--- src/rtl/mac_pkg.sv ---
package mac_pkg;
    typedef enum logic [1:0] {
        OP_MUL    = 2'b00,
        OP_MULADD = 2'b01,
        OP_LDFAC  = 2'b10,
        OP_NONE   = 2'b11
    } mac_op_e;
endpackage

--- src/rtl/mac_seq.sv ---
// Step sequencer: counts the shift-and-add clocks and emits done.
module mac_seq #(
    parameter int unsigned STEPS = 4
) (
    input  logic clk,
    input  logic rst_n,
    input  logic start,
    output logic busy,
    output logic last,
    output logic done
);
    localparam int unsigned CW = (STEPS > 1) ? $clog2(STEPS) : 1;

    typedef struct packed {
        logic          busy;
        logic          done;
        logic [CW-1:0] cnt;
    } seq_t;

    seq_t s_d, s_q;

    always_comb begin
        s_d      = s_q;
        s_d.done = 1'b0;
        if (s_q.busy) begin
            if (s_q.cnt == CW'(STEPS - 1)) begin
                s_d.busy = 1'b0;
                s_d.done = 1'b1;
                s_d.cnt  = '0;
            end else begin
                s_d.cnt = s_q.cnt + 1'b1;
            end
        end else if (start) begin
            s_d.busy = 1'b1;
            s_d.cnt  = '0;
        end
    end

    always_ff @(posedge clk or negedge rst_n) begin
        if (!rst_n) s_q <= '0;
        else        s_q <= s_d;
    end

    assign busy = s_q.busy;
    assign done = s_q.done;
    assign last = s_q.busy && (s_q.cnt == CW'(STEPS - 1));
endmodule

--- src/rtl/mac_shift_add.sv ---
// Shift-and-add datapath retiring BPC factor bits per step.
module mac_shift_add #(
    parameter int unsigned DW  = 8,
    parameter int unsigned BPC = 2
) (
    input  logic            clk,
    input  logic            rst_n,
    input  logic            load,
    input  logic            step,
    input  logic [DW-1:0]   mcand_in,
    input  logic [DW-1:0]   mplr_in,
    input  logic [DW-1:0]   addend_in,
    output logic [2*DW-1:0] step_sum
);
    localparam int unsigned PW = 2 * DW;

    typedef struct packed {
        logic [PW-1:0] mcand;
        logic [DW-1:0] mplr;
        logic [PW-1:0] acc;
    } dp_t;

    dp_t dp_d, dp_q;
    logic [PW-1:0] terms [BPC];

    for (genvar j = 0; j < BPC; j++) begin : g_term
        assign terms[j] = dp_q.mplr[j] ? (dp_q.mcand << j) : '0;
    end

    always_comb begin
        step_sum = dp_q.acc;
        for (int j = 0; j < BPC; j++) begin
            step_sum = step_sum + terms[j];
        end
    end

    always_comb begin
        dp_d = dp_q;
        if (load) begin
            dp_d.mcand = {{DW{1'b0}}, mcand_in};
            dp_d.mplr  = mplr_in;
            dp_d.acc   = {{DW{1'b0}}, addend_in};
        end else if (step) begin
            dp_d.mcand = dp_q.mcand << BPC;
            dp_d.mplr  = dp_q.mplr >> BPC;
            dp_d.acc   = step_sum;
        end
    end

    always_ff @(posedge clk or negedge rst_n) begin
        if (!rst_n) dp_q <= '0;
        else        dp_q <= dp_d;
    end
endmodule

--- src/rtl/mac_result_regs.sv ---
// High-product, low-result and factor registers.
module mac_result_regs #(
    parameter int unsigned DW = 8
) (
    input  logic            clk,
    input  logic            rst_n,
    input  logic            fac_load,
    input  logic [DW-1:0]   fac_val,
    input  logic            res_wr,
    input  logic [2*DW-1:0] res_val,
    output logic [DW-1:0]   prod_hi,
    output logic [DW-1:0]   acc_out,
    output logic [DW-1:0]   mult_reg
);
    typedef struct packed {
        logic [DW-1:0] hi;
        logic [DW-1:0] lo;
        logic [DW-1:0] fac;
    } res_t;

    res_t r_d, r_q;

    always_comb begin
        r_d = r_q;
        if (fac_load) r_d.fac = fac_val;
        if (res_wr) begin
            r_d.hi = res_val[2*DW-1:DW];
            r_d.lo = res_val[DW-1:0];
        end
    end

    always_ff @(posedge clk or negedge rst_n) begin
        if (!rst_n) r_q <= '0;
        else        r_q <= r_d;
    end

    assign prod_hi  = r_q.hi;
    assign acc_out  = r_q.lo;
    assign mult_reg = r_q.fac;
endmodule

--- src/rtl/mac_chain_unit.sv ---
module mac_chain_unit #(
    parameter int unsigned DW  = 8,
    parameter int unsigned BPC = 2
) (
    input  logic          clk,
    input  logic          rst_n,
    input  logic          op_valid,
    input  logic [1:0]    op_code,
    input  logic [DW-1:0] operand,
    input  logic [DW-1:0] acc_in,
    output logic          busy,
    output logic          done,
    output logic [DW-1:0] acc_out,
    output logic [DW-1:0] prod_hi,
    output logic [DW-1:0] mult_reg
);
    import mac_pkg::*;

    localparam int unsigned STEPS = DW / BPC;

    logic            accept, is_mul, is_mula, is_ldf, start, last;
    logic            fac_load;
    logic [DW-1:0]   fac_val, mplr_sel, addend_sel;
    logic [2*DW-1:0] step_sum;

    assign accept     = op_valid && !busy;
    assign is_mul     = (mac_op_e'(op_code) == OP_MUL);
    assign is_mula    = (mac_op_e'(op_code) == OP_MULADD);
    assign is_ldf     = (mac_op_e'(op_code) == OP_LDFAC);
    assign start      = accept && (is_mul || is_mula);
    assign fac_load   = accept && (is_mul || is_ldf);
    assign fac_val    = is_mul ? acc_in : operand;
    assign mplr_sel   = is_mul ? acc_in : mult_reg;
    assign addend_sel = is_mula ? prod_hi : '0;

    mac_seq #(.STEPS(STEPS)) seq_i (
        .clk   (clk),
        .rst_n (rst_n),
        .start (start),
        .busy  (busy),
        .last  (last),
        .done  (done)
    );

    mac_shift_add #(.DW(DW), .BPC(BPC)) dp_i (
        .clk       (clk),
        .rst_n     (rst_n),
        .load      (start),
        .step      (busy),
        .mcand_in  (operand),
        .mplr_in   (mplr_sel),
        .addend_in (addend_sel),
        .step_sum  (step_sum)
    );

    mac_result_regs #(.DW(DW)) regs_i (
        .clk      (clk),
        .rst_n    (rst_n),
        .fac_load (fac_load),
        .fac_val  (fac_val),
        .res_wr   (last),
        .res_val  (step_sum),
        .prod_hi  (prod_hi),
        .acc_out  (acc_out),
        .mult_reg (mult_reg)
    );
endmodule

--- config.mk ---
export PLATFORM = sky130hd
export DESIGN_NAME = mac_chain_unit
export DESIGN_NICKNAME = d
export VERILOG_FILES = /design/src/rtl/mac_pkg.sv /design/src/rtl/mac_seq.sv /design/src/rtl/mac_shift_add.sv /design/src/rtl/mac_result_regs.sv /design/src/rtl/mac_chain_unit.sv
export SDC_FILE = /design/constraint.sdc
export NUM_CORES = 1
export LEC_CHECK = 0
export ABC_AREA = 1
export ABC_CLOCK_PERIOD_IN_PS = 5400
export BUFFER_PORTS_ARGS = -buffer_cell sky130_fd_sc_hd__buf_4
export CAP_MARGIN = 20
export CORE_MARGIN = 2
export CORE_UTILIZATION = 35
export DETAILED_ROUTE_END_ITERATION = 10
export PLACE_DENSITY = 0.64
export SLEW_MARGIN = 30
export SYNTH_ARGS = -nofsm -noshare
export SYNTH_HDL_FRONTEND = slang
export SYNTH_SLANG_ARGS = --single-unit
--- constraint.sdc ---
create_clock -name clk -period 5.4 [get_ports clk]
set_clock_uncertainty 0.05 [all_clocks]
set_input_delay 0.54 -clock clk [delete_from_list [all_inputs] [get_ports clk]]
set_output_delay 0.54 -clock clk [all_outputs]
set_load 0.005 [all_outputs]
==> impl_metrics.json <==
{
  "status": "finished clean",
  "required_ps": 5540,
  "clk_pin_slew_ps": 60,
  "avgViaCountPerCell": 4.84,
  "multi_input_area_um2": 2080,
  "synth_cell_types": 35,
  "cts_buffer_depth": 2,
  "largest_register_ffs": 40,
  "worstReg2RegEnd": "dp_i.dp_q[9]",
  "grt_pass1_wl_um": 18400,
  "pin_count": 47,
  "design_area_um2": 5120,
  "hold_viol_final": 0,
  "worstSetupEndpointType": "flip-flop",
  "dr.first_iter.drc_count": 190,
  "yosys.area.top_type": "dfrtp_1",
  "ys_seq_area_share_pct": 39.2,
  "post-cts-setup-buffers": 0,
  "synth_most_common_cell": "nand2_1",
  "maxSlewViolCount": 0,
  "p_int_mw": 1.71,
  "cp_max_fo": 18,
  "seqCellArea_um2": 1700,
  "diodes": 0,
  "netlist_area_um2": 4340,
  "utilization_pct": 42.5,
  "arrival_ps": 3240,
  "cp_top_family": "adder cells",
  "rows": 40,
  "fill_cells": 1223,
  "critPathSlowestCell": "dfrtp_1",
  "swShare_pct": 42.9,
  "grt_overflow": 0,
  "finalWorstSetupSlack_ps": 2310,
  "ys_top_cells_by_count": "184 x nand2_1, 112 x inv_1, 68 x dfrtp_1",
  "relSlewSlack_pct": 40.2,
  "clk_latency_ps": 330,
  "cts_tree": "done",
  "core_area_um2": 12100,
  "drive_above_1_share_pct": 11.4,
  "path_cells": "nand2_1 > inv_1 > fa_1 > ha_1 > fa_1 > nand3_1 > nand2_1 > nand2_1 > nand2_1 > xnor2_1 > o21ai_0",
  "r2r_cells": 11,
  "p_sw_mw": 1.29,
  "power.share.sequential_pct": 31.4,
  "cp.depth": 11,
  "synthesis.nets": 625,
  "finalNetCount": 661,
  "ys_ff_latch": 68,
  "initial_utilization_pct": 36.0,
  "holdWs_ps": 166,
  "yosys_most_used_dff": "dfrtp_1",
  "vias": 3784,
  "drt_pre_antenna_iters": 5,
  "finalSetupViolCount": 0,
  "powerDensity_nw_per_um2": 585,
  "rsz0062_at_grt": "false",
  "regMostFlops": "dp_i.dp_q",
  "hold_class": "in2async",
  "grt_pass1_vias": 3732,
  "holdBufCountCts": 0,
  "port_buffers": 46,
  "combPwrFrac_pct": 45.8,
  "avgSynthCellArea_um2": 7.58,
  "drcViolationCount": 0,
  "worst_slew_pin_slew_ps": 897,
  "cts_root_buf": "clkbuf_16",
  "setup_tns_ps": 0,
  "track_usage_pct": 18.0,
  "crit_top_cell": "nand2_1",
  "yosysWarnings": 0,
  "cts-resized-gates": 0,
  "die_h_um": 115,
  "antenna_found_initial": 0,
  "synthToLayoutAreaGrowth_pct": 18.0,
  "critPathBufInv": 1,
  "cp-start-kind": "flip-flop",
  "final_cells": 782,
  "ys_top_cells_by_area": "dfrtp_1 39%, nand2_1 16%, inv_1 9.7%, fa_1 6.9%, ha_1 4.6%",
  "die_w_um": 115,
  "report.power.total_mw": 3.00,
  "synth_edf_count": 0,
  "worst_path_largest_cell_delay_ps": 730,
  "clkSinkCount": 68,
  "ant_nets": 0,
  "dpl_cell_area_um2": 4780,
  "cts_buffers": 9,
  "globalplace.congestion": 0.866,
  "dp_hpwl_um": 8370,
  "dp.cells": 766,
  "fin_crit_sh_pct": 57.3,
  "clkPwrFrac_pct": 22.8,
  "leakagePower_nw": 2.76,
  "fmax_ghz": 0.323,
  "place_ws_ps": 2300,
  "die_area_um2": 13300,
  "syn_inst": 573,
  "wl_per_cell_um": 14.4,
  "grt_max_degree": 69,
  "timing.rr.start": "dp_i.dp_q[16]",
  "cts_max_level": 3,
  "drv_cap": 0,
  "routed_wl_um": 11300,
  "async_reset_ff_share_pct": 100,
  "crit_type": "reg2reg",
  "synthDominantCellAreaShare_pct": 39.2,
  "post-route-min-period_ps": 3090,
  "ir_drop_v": 0.000236,
  "r2r_setup_slack_ps": 2310
}
power by group through the flow:
| stage | Clock [mW] | Combinational, mW | Sequential [mW] |
|---|---|---|---|
| after global placement | 0 | 1.34 | 0.940 |
| final | 0.683 | 1.37 | 0.941 |
| after detailed placement | 0 | 1.37 | 0.945 |
| after floorplan | 0 | 1.00 | 0.849 |
| after global routing | 0.716 | 1.56 | 0.972 |
| after CTS | 0.693 | 1.38 | 0.941 |
how the worst max path moves through the flow:
stage | from | end
after floorplan | dp_i.dp_q[17] | dp_i.dp_q[14]
after global placement | dp_i.dp_q[16] | regs_i.prod_hi[1]
after detailed placement | dp_i.dp_q[16] | regs_i.prod_hi[1]
after CTS | dp_i.dp_q[16] | dp_i.dp_q[9]
after global routing | dp_i.dp_q[17] | regs_i.prod_hi[1]
final | dp_i.dp_q[16] | dp_i.dp_q[9]
logic make-up after synthesis:
logic type	after synthesis	synth area share, %
xor+xnor	5	1.01
simple gates	241	22.7
compound gates	91	12.7
buf+inv	137	12.9
fa+ha+maj	31	11.5
flops	68	39.2
routing by layer:
layer	wire [µm]	track usage, %	part of all wire (%)	vias to the layer above
met2	5270	29.1	47	101
met4	156	5.54	1.4	0
met5	0	0	0	-
met3	552	4.06	4.9	13
li1	-	-	-	1860
met1	5280	24.2	47	1810
layout make-up:
type | count | share of cell area [%]
clock buffers | 10 | 4.47
well taps | 168 | 4.10
repair buffers | 47 | 6.96
flip-flops and latches | 68 | 33.2
clock inverters | 6 | 2.17
multi-input cells | 368 | 40.6
inverters | 115 | 8.52
placed cells by master, fill, tap and decap left out, types with 3 or more instances in the layout:
master and count:
a211oi_1 4, a21oi_1 19, a22oi_1 8, a2bb2oi_1 4, buf_4 46, bufinv_16 3, clkbuf_16 9, dfrtp_1 68
fa_1 15, ha_1 16, inv_1 112, nand2_1 184, nand3_1 32, nand4_1 3, nor2_1 16, o21ai_0 37
o21ai_1 3, o221ai_1 3, o22ai_1 5, xnor2_1 4
No activity file was read; power rests on OpenSTA's default activity.
